**src/rtl/prio_irq_pkg.sv**
```systemverilog
package prio_irq_pkg;

    typedef enum logic [1:0] {
        HS_IDLE  = 2'd0,
        HS_ASK   = 2'd1,
        HS_FETCH = 2'd2
    } hs_state_e;

    typedef struct packed {
        logic call;
        logic err;
    } fetch_result_t;

endpackage

```
**src/rtl/irq_resolver.sv**
```systemverilog
module irq_resolver #(
    parameter int N_LINES = 7,
    parameter int PW      = 4
) (
    input  logic               clk,
    input  logic               rst,
    input  logic [N_LINES-1:0] irq_lines,
    input  logic               nmi,
    input  logic               nmi_taken,
    output logic [PW-1:0]      best_prio
);
    localparam logic [PW-1:0] NMI_LVL = PW'(N_LINES + 1);

    logic nmi_q;
    logic nmi_pend;
    logic nmi_rise;

    assign nmi_rise = nmi && !nmi_q;

    always_ff @(posedge clk) begin
        if (rst) begin
            nmi_q    <= 1'b0;
            nmi_pend <= 1'b0;
        end else begin
            nmi_q    <= nmi;
            nmi_pend <= nmi_rise || (nmi_pend && !nmi_taken);
        end
    end

    always_comb begin
        best_prio = '0;
        for (int i = 0; i < N_LINES; i++) begin
            if (irq_lines[i]) best_prio = PW'(i + 1);
        end
        if (nmi_pend) best_prio = NMI_LVL;
    end

    a_r9_edge_latched: assert property (@(posedge clk) disable iff (rst)
        (nmi && !nmi_q) |=> (best_prio == NMI_LVL));

endmodule

```
**src/rtl/irq_prio_stack.sv**
```systemverilog
module irq_prio_stack #(
    parameter int PW    = 4,
    parameter int DEPTH = 8
) (
    input  logic          clk,
    input  logic          rst,
    input  logic          push,
    input  logic [PW-1:0] push_lvl,
    input  logic          pop,
    output logic [PW-1:0] top_lvl
);
    localparam int SPW  = $clog2(DEPTH + 1);
    localparam int IDXW = (DEPTH > 1) ? $clog2(DEPTH) : 1;

    logic [PW-1:0]  mem [DEPTH];
    logic [SPW-1:0] sp;
    logic [SPW-1:0] sp_m1;
    logic           do_pop;

    assign sp_m1  = sp - SPW'(1);
    assign do_pop = pop && (sp != '0);
    assign top_lvl = (sp == '0) ? '0 : mem[sp_m1[IDXW-1:0]];

    always_ff @(posedge clk) begin
        if (rst) begin
            sp <= '0;
            for (int i = 0; i < DEPTH; i++) mem[i] <= '0;
        end else begin
            case ({push, do_pop})
                2'b10: begin
                    mem[sp[IDXW-1:0]] <= push_lvl;
                    sp <= sp + SPW'(1);
                end
                2'b01: sp <= sp_m1;
                2'b11: mem[sp_m1[IDXW-1:0]] <= push_lvl;
                default: ;
            endcase
        end
    end

    a_r4_no_overflow: assert property (@(posedge clk) disable iff (rst)
        (push && !do_pop) |-> (sp < SPW'(DEPTH)));

    a_r4_push_raises: assert property (@(posedge clk) disable iff (rst)
        (push && !pop) |=> (top_lvl > $past(top_lvl)));

    a_r8_empty_pop_idle: assert property (@(posedge clk) disable iff (rst)
        (pop && !push && (sp == '0)) |=> (top_lvl == '0));

endmodule

```
**src/rtl/irq_handshake.sv**
```systemverilog
module irq_handshake
    import prio_irq_pkg::*;
#(
    parameter int PW             = 4,
    parameter int VW             = 8,
    parameter int TIMEOUT_CYCLES = 16,
    parameter int NMI_LEVEL      = 8
) (
    input  logic          clk,
    input  logic          rst,
    input  logic [PW-1:0] best_prio,
    input  logic [PW-1:0] cur_prio,
    input  logic          cpu_ack,
    input  logic          vec_valid,
    input  logic [VW-1:0] vec_in,
    output logic          cpu_req,
    output logic          grant_valid,
    output logic [PW-1:0] grant_level,
    output logic          call_valid,
    output logic [VW-1:0] call_index,
    output logic          bus_err,
    output logic          push,
    output logic          nmi_taken
);
    localparam int TW = $clog2(TIMEOUT_CYCLES + 1);
    localparam logic [TW-1:0] LAST = TW'(TIMEOUT_CYCLES - 1);

    hs_state_e     st;
    logic [PW-1:0] lvl_q;
    logic [TW-1:0] cnt;
    logic [VW-1:0] idx_q;
    fetch_result_t res_q;

    always_ff @(posedge clk) begin
        if (rst) begin
            st    <= HS_IDLE;
            lvl_q <= '0;
            cnt   <= '0;
            idx_q <= '0;
            res_q <= '0;
        end else begin
            res_q <= '0;
            case (st)
                HS_IDLE: if (best_prio > cur_prio) begin
                    st    <= HS_ASK;
                    lvl_q <= best_prio;
                end
                HS_ASK: if (cpu_ack) begin
                    st  <= HS_FETCH;
                    cnt <= '0;
                end
                HS_FETCH: begin
                    if (vec_valid) begin
                        res_q.call <= 1'b1;
                        idx_q      <= vec_in;
                        st         <= HS_IDLE;
                    end else if (cnt == LAST) begin
                        res_q.err <= 1'b1;
                        st        <= HS_IDLE;
                    end else begin
                        cnt <= cnt + TW'(1);
                    end
                end
                default: st <= HS_IDLE;
            endcase
        end
    end

    assign cpu_req     = (st == HS_ASK);
    assign grant_valid = (st == HS_FETCH);
    assign grant_level = lvl_q;
    assign call_valid  = res_q.call;
    assign call_index  = idx_q;
    assign bus_err     = res_q.err;
    assign push        = (st == HS_FETCH) && vec_valid;
    assign nmi_taken   = (st == HS_ASK) && cpu_ack && (lvl_q == PW'(NMI_LEVEL));

    a_r5_req_held: assert property (@(posedge clk) disable iff (rst)
        (cpu_req && !cpu_ack) |=> cpu_req);

    a_r3_start_above: assert property (@(posedge clk) disable iff (rst)
        $rose(cpu_req) |-> (grant_level > cur_prio));

    a_r6_call_single: assert property (@(posedge clk) disable iff (rst)
        call_valid |=> !call_valid);

    a_r7_err_after_grant: assert property (@(posedge clk) disable iff (rst)
        bus_err |-> ($past(grant_valid) && !call_valid && !grant_valid));

endmodule

```
**src/rtl/prio_irq_ctrl.sv**
```systemverilog
module prio_irq_ctrl #(
    parameter int N_LINES        = 7,
    parameter int VEC_W          = 8,
    parameter int TIMEOUT_CYCLES = 16,
    localparam int PW            = $clog2(N_LINES + 2)
) (
    input  logic               clk,
    input  logic               rst,
    input  logic [N_LINES-1:0] irq_lines,
    input  logic               nmi,
    input  logic               cpu_ack,
    input  logic               vec_valid,
    input  logic [VEC_W-1:0]   vec_in,
    input  logic               eoi,
    output logic               cpu_req,
    output logic               grant_valid,
    output logic [PW-1:0]      grant_level,
    output logic               call_valid,
    output logic [VEC_W-1:0]   call_index,
    output logic               bus_err,
    output logic [PW-1:0]      cur_prio
);
    localparam int DEPTH = N_LINES + 1;

    logic [PW-1:0] best_prio;
    logic          push;
    logic          nmi_taken;

    irq_resolver #(.N_LINES(N_LINES), .PW(PW)) u_resolver (
        .clk       (clk),
        .rst       (rst),
        .irq_lines (irq_lines),
        .nmi       (nmi),
        .nmi_taken (nmi_taken),
        .best_prio (best_prio)
    );

    irq_handshake #(
        .PW(PW), .VW(VEC_W), .TIMEOUT_CYCLES(TIMEOUT_CYCLES), .NMI_LEVEL(N_LINES + 1)
    ) u_handshake (
        .clk         (clk),
        .rst         (rst),
        .best_prio   (best_prio),
        .cur_prio    (cur_prio),
        .cpu_ack     (cpu_ack),
        .vec_valid   (vec_valid),
        .vec_in      (vec_in),
        .cpu_req     (cpu_req),
        .grant_valid (grant_valid),
        .grant_level (grant_level),
        .call_valid  (call_valid),
        .call_index  (call_index),
        .bus_err     (bus_err),
        .push        (push),
        .nmi_taken   (nmi_taken)
    );

    irq_prio_stack #(.PW(PW), .DEPTH(DEPTH)) u_stack (
        .clk      (clk),
        .rst      (rst),
        .push     (push),
        .push_lvl (grant_level),
        .pop      (eoi),
        .top_lvl  (cur_prio)
    );

endmodule

```
**config.mk**
```make
export PLATFORM = sky130hd
export DESIGN_NAME = prio_irq_ctrl
export DESIGN_NICKNAME = d
export VERILOG_FILES = /design/src/rtl/prio_irq_pkg.sv /design/src/rtl/irq_resolver.sv /design/src/rtl/irq_prio_stack.sv /design/src/rtl/irq_handshake.sv /design/src/rtl/prio_irq_ctrl.sv
export SDC_FILE = /design/constraint.sdc
export NUM_CORES = 1
export LEC_CHECK = 0
export ABC_AREA = 0
export ABC_CLOCK_PERIOD_IN_PS = 4750
export BUFFER_PORTS_ARGS = -buffer_cell sky130_fd_sc_hd__buf_4
export CORE_UTILIZATION = 35
export DETAILED_ROUTE_END_ITERATION = 10
export PLACE_DENSITY = 0.51
export RECOVER_POWER = 50
export SYNTH_ARGS = -nofsm -noshare
export SYNTH_HDL_FRONTEND = slang
export SYNTH_SLANG_ARGS = --single-unit
```
**constraint.sdc**
```tcl
create_clock -name clk -period 4.75 [get_ports clk]
set_input_delay 0.2375 -clock clk [delete_from_list [all_inputs] [get_ports clk]]
set_output_delay 0.2375 -clock clk [all_outputs]
set_load 0.01 [all_outputs]
```
## After elaboration in Yosys (flattened, before gate mapping)

Memory sizes are Yosys's and may differ from the RTL's.
Cells that the tools add are included.

| word-level totals | value |
|---|---|
| flip-flop bits (word level) | 27 |
| memories | 1 |
| bits of input ports | 21 |
| output and inout bits | 20 |
| logic and storage cells | 84 |
| bits in writable memories | 32 |

Memory list:

| memory | words | bits a word | rd ports | clocked after memory_dff | write ports | line | RTL |
|---|---|---|---|---|---|---|---|
| u_stack.mem | 8 | 4 | 1 | 0 | 8 | irq_prio_stack.sv:15 | `logic [PW-1:0] mem [DEPTH];` |

| cells by class | value |
|---|---|
| equality and inequality tests | 12 |
| order comparisons | 1 |
| muxes and demuxes | 35 |
| reduce and logical (&&, ||, !) cells | 22 |
| bitwise operators | 1 |
| add/subtract/negate cells | 3 |

Operator list:

| operator | number |
|---|---|
| 2-to-1 mux 3 bit | 6 |
| 2-to-1 mux 4 bit | 4 |
| 2-to-1 mux 5 bit | 3 |
| 2-to-1 mux 1 bit | 13 |
| 2-to-1 mux 2 bit | 6 |
| one-hot mux 5 bit (2 select lines) | 1 |
| one-hot mux 4 bit (2 select lines) | 1 |
| OR reduction 4 bit | 2 |
| equality test 2 bit, second input constant | 3 |
| logical AND 1 bit | 6 |
| != test 2 bit, second input constant | 3 |
| one-hot mux 2 bit (3 select lines) | 1 |
| adder 5 x 1 -> 5 bit, second input constant | 1 |
| equality test 5 x 4 -> 1 bit, second input constant | 1 |
| adder 4 x 1 -> 4 bit, second input constant | 1 |
| equality test 2 x 1 -> 1 bit, second input constant | 2 |
| equality test 4 bit, second input constant | 1 |
| > comparator 4 bit | 1 |
| zero test 4 bit | 1 |
| AND reduction 2 bit | 2 |
| AND reduction 4 bit | 1 |
| nonzero test 2 bit | 2 |
| nonzero test 4 bit | 1 |
| subtractor 4 x 1 -> 4 bit, second input constant | 1 |
| other kinds (9) | 10 |

## Logic depth before layout (Yosys ltp)

| logic depth | value |
|---|---|
| depth in word-level cells | 11 |
| gate-level depth with buffers | 13 |
| mapped depth without buffers | 11 |

## Cells and area by module

A second synthesis with hierarchy kept.

| second synthesis, totals | value |
|---|---|
| cells, all modules | 290 |
| area, all modules | 3140.5 sq um |

By module, submodules not included:

| module | area each (sq um) | instances | sequential area each (sq um) | cells an instance |
|---|---|---|---|---|
| irq_prio_stack | 2013.2 | 1 | 1041.0 | 161 |
| irq_handshake | 994.7 | 1 | 420.4 | 111 |
| irq_resolver | 132.6 | 1 | 40.0 | 18 |

## Least setup slack after synthesis

OpenSTA, ideal clock, no wires.

| timing | value |
|---|---|
| kind | register to register |
| from | register u_stack.sp[0] |
| to | register u_handshake.lvl_q[0] (netlist: u_handshake.grant_level[0]) |
| path buffers | 3 |
| clock period less this slack | 3.552 ns |
| setup slack | 1.198 ns |
| arrival | 3.431 ns |
| required time | 4.629 ns |
| stages on the path, launching flop included | 14 |
| setup time | 0.121 ns |
| cells stage by stage | dfxtp_1 -> buf_4 -> buf_4 -> inv_1 -> ha_1 -> clkbuf_1 -> mux4_2 -> a22o_1 -> a221oi_1 -> ha_1 -> nor2b_1 -> o211ai_1 -> a2111oi_4 -> mux2_2 |

| on the way | value |
|---|---|
| longest elaborated chain between the ends | 5 |
| elaborated cells between the ends (all ways) | 6 |
| classes of those cells | 1 x add/sub; 1 x order compare; 1 x mux; 2 x reduce/logical; 1 x memory |

RTL lines:

| what | line | RTL |
|---|---|---|
| from (decl) | irq_prio_stack.sv:16 | `logic [SPW-1:0] sp;` |
| from (signal assigned) | irq_prio_stack.sv:32 | `sp <= sp + SPW'(1);` |
| from (signal assigned) | irq_prio_stack.sv:34 | `2'b01: sp <= sp_m1;` |
| subtractor 4 x 1 -> 4 bit | irq_prio_stack.sv:20 | `assign sp_m1 = sp - SPW'(1);` |
| memory read (8 x 4 bit) | n/a |  |
| 2-to-1 mux 4 bit * | irq_prio_stack.sv:22 | `assign top_lvl = (sp == '0) ? '0 : mem[sp_m1[IDXW-1:0]];` |
| > comparator 4 bit * | irq_handshake.sv:44 | `HS_IDLE: if (best_prio > cur_prio) begin` |
| AND reduction 2 bit (no source line) * | n/a |  |
| to (signal assigned) | irq_handshake.sv:46 | `lvl_q <= best_prio;` |
| to (decl) | irq_handshake.sv:29 | `logic [PW-1:0] lvl_q;` |

Every way passes the cells marked *; elsewhere a longest branch is shown, timed or not.
A chain may end at the register's enable or synchronous reset.

==> run summary <==
status: finished with violations
failing checks: capacitance limit, slew limit
post-cts resize count: 0
r2r setup slk: 0.94 ns
most common cell after layout, fill and taps aside: edfxtp_1
clock transition at the registers of the reported paths: 0.07 ns
Clock Sink Count: 59
leading area contributor after synthesis: edfxtp_1
vias in the first global route: 2223
antenna cells: 0
number of synthesis warnings: 0
Slew HR: -0.2055
FF-to-FF End: u_stack.mem[3][0]
Setup crit start kind: register
fmax: 262.2 MHz
Layout Area Growth over Synthesis: 14.68%
Pwr Density: 441.6 nW/um^2
vias: 2203
r2r worst-path depth: 9
initial antenna violation count: 0
Detail Route Antenna Nets: 0
H-tree levels: 3
CTS Buf Count: 9
Tot GR Track Use: 0.1625
hold path endpoint: u_handshake.bus_err
Filler cells: 861
Max VDD drop: 0.2120 mV
Post-synth ARST share: 0
DR iter-0 viols: 123
GR Overflow Total: 0
post-synthesis cell count: 273
syn nets: 304
GP Congestion: 0.7167
TritonCTS clock tree: done
IO buf count: 40
Tightest Pin Transition: 1.808 ns
final setup TNS: 0 ns
vias per cell: 5.196
clk buf depth: 2
Post-synth EDFFs: 32
Syn Area/Cell: 11.59 um^2
DP Worst Slack: 1.339 ns
fin nets: 342
dpl hpwl: 4872 um
die footprint: 9422 um^2
DIE WIDTH: 97.07 um
RSZ-0062 raised after global routing: no
total wire length: 7067 um
First-pass DRT Iterations: 6
critical path required time: 4.76 ns
max_cap viols: 1
largest net degree at the start of global routing: 44
DRC: 0
final slew viol count: 44
Critical Path Fanout Max: 20
P_leak: 1.228 nW
layout cells sized above 1: 0.1835
FP Rows: 34
Initial Util: 0.3627
clock root buffer: clkbuf_8
Hold WC Path Type: in -> reg
clk_lat worst skew: 0.35 ns
Synth cell types: 49
Core Area: 8721 um^2
setup ws final: 0.9357 ns
Post-CTS Hold Buffers: 0
critical path type: reg -> reg
WL/cell: 16.67 um
final-report hold violation count: 0
Final setup viols: 0
Worst EP arrival: 3.82 ns
Critical Path End Type: register
Primary FF master, synth: edfxtp_1
first-pass GRT wire length: 11680 um
most frequent cells in the layout: edfxtp_1 (32), nor3b_1 (28), dfxtp_1 (27)
I/O pins: 41
Seq/Total Area, Yosys: 0.4747
Synth top area share: 0.3038
Hold Path Depth: 2
Layout Skew: 0.008839 ns
Die H: 97.07 um
R2R Path Start: u_handshake.st[0]
Synth Register Bits: 59
synthesized area: 3163 um^2
hold_sp: vec_valid
Tcrit/Tclk final: 0.8030
synth top area cells: edfxtp_1 (30%), dfxtp_1 (17%), nor3b_2 (6.3%)
Tmin final: 3.814 ns
# Post-CTS Setup Buffers: 0
## cells by family after synthesis
logic type / after synthesis / synth area share
AO/OA/AOI/OAI: 54 / 0.1199
XOR/XNOR: 5 / 0.01385
adder cells (fa/ha/maj): 10 / 0.03956
buffers and inverters: 21 / 0.03481
flip-flops: 59 / 0.4747
multiplexers: 16 / 0.08425
AND/OR/NAND/NOR: 108 / 0.2330
## critical path, cell delays in order, from the launching register on
cell	delay (ns)
dfxtp_1	0.36
nand2b_1	0.20
inv_1	0.13
nand2_1	0.27
inv_1	0.34
ha_1	0.43
nor2b_1	0.21
mux2_1	0.36
or3_1	0.67
o21bai_1	0.49
## report_power, final
group / leakage [nW] / switching [mW] / internal [mW]
sequential: 0.550 / 0.0769 / 0.577
combinational: 0.557 / 0.191 / 0.179
clock: 0.120 / 0.225 / 0.353
total: 1.23 / 0.493 / 1.11
## flip-flops by register name, indices dropped and copies added (netlist names)
| register | count |
|---|---|
| u_handshake.bus_err | 1 |
| u_stack.mem | 32 |
| u_resolver.nmi_q | 1 |
| u_handshake.call_valid | 1 |
| u_handshake.cnt | 5 |
| u_stack.sp | 4 |
| u_handshake.grant_level | 4 |
| u_handshake.call_index | 8 |
| u_handshake.st | 2 |
| u_resolver.nmi_pend | 1 |
## how the worst max path moves through the flow
stage / end / slack [ns] / start
floorplan: u_handshake.grant_level[0] / 1.20 / u_stack.sp[0]
global placement: u_handshake.grant_level[0] / 1.43 / u_stack.sp[1]
detailed placement: u_stack.mem[3][1] / 1.34 / u_handshake.st[0]
CTS: u_stack.mem[3][0] / 1.29 / u_handshake.st[0]
global route: u_stack.mem[3][3] / 0.57 / u_handshake.st[1]
finish: u_stack.mem[3][0] / 0.94 / u_handshake.st[0]
## stage by stage
step / power, mW / cell area, um^2 / util / hold WS, ns / instances
5_1_grt: 1.683 / 3627 / 0.4159 / 0.06678 / 424
2_1_floorplan: 0.9199 / 3163 / - / 0.3142 / 273
3_3_place_gp: 1.068 / 3526 / 0.4043 / 0.4464 / 408
3_5_place_dp: 1.069 / 3526 / 0.4043 / 0.4510 / 408
4_1_cts: 1.654 / 3774 / 0.4327 / 0.08258 / 424
6_report: 1.602 / 3627 / 0.4159 / 0.09249 / 424
## per-layer routing
layer | vias up | GRT usage | routed length, um
met5 | - | 0 | 0
met2 | 50 | 0.2405 | 3096
li1 | 1088 | - | -
met4 | 0 | 0.04707 | 64
met3 | 7 | 0.05827 | 338
met1 | 1058 | 0.2230 | 3567
## cells in the mapped netlist, types with 2 or more instances
master    count
a211oi_1      2
a21oi_1      20
a31oi_2       4
and2_1        4
buf_4         2
buf_6         3
clkbuf_1      9
dfxtp_1      27
edfxtp_1     32
ha_1         10
inv_1         5
mux2i_1       6
mux4_2        8
nand2_1      22
nand2b_1      8
nand3_1       2
nand3b_1      3
nor2_1       15
nor2b_1       7
nor3_1        3
nor3b_1      19
nor3b_2      16
o21ai_0      10
o21bai_1      8
xnor2_1       2
xor2_1        3
## final cells by class
type                    instances  area (um^2)  share of cell area
flip-flops and latches         59         1501              0.4139
well taps                     108        135.1             0.03725
clock buffers                   9        123.9             0.03415
repair buffers                 42        236.5             0.06519
clock inverters                 7        123.9             0.03415
multi-input cells             193         1484              0.4091
inverters                       6        22.52            0.006209
(Power assumes the default switching activity.)
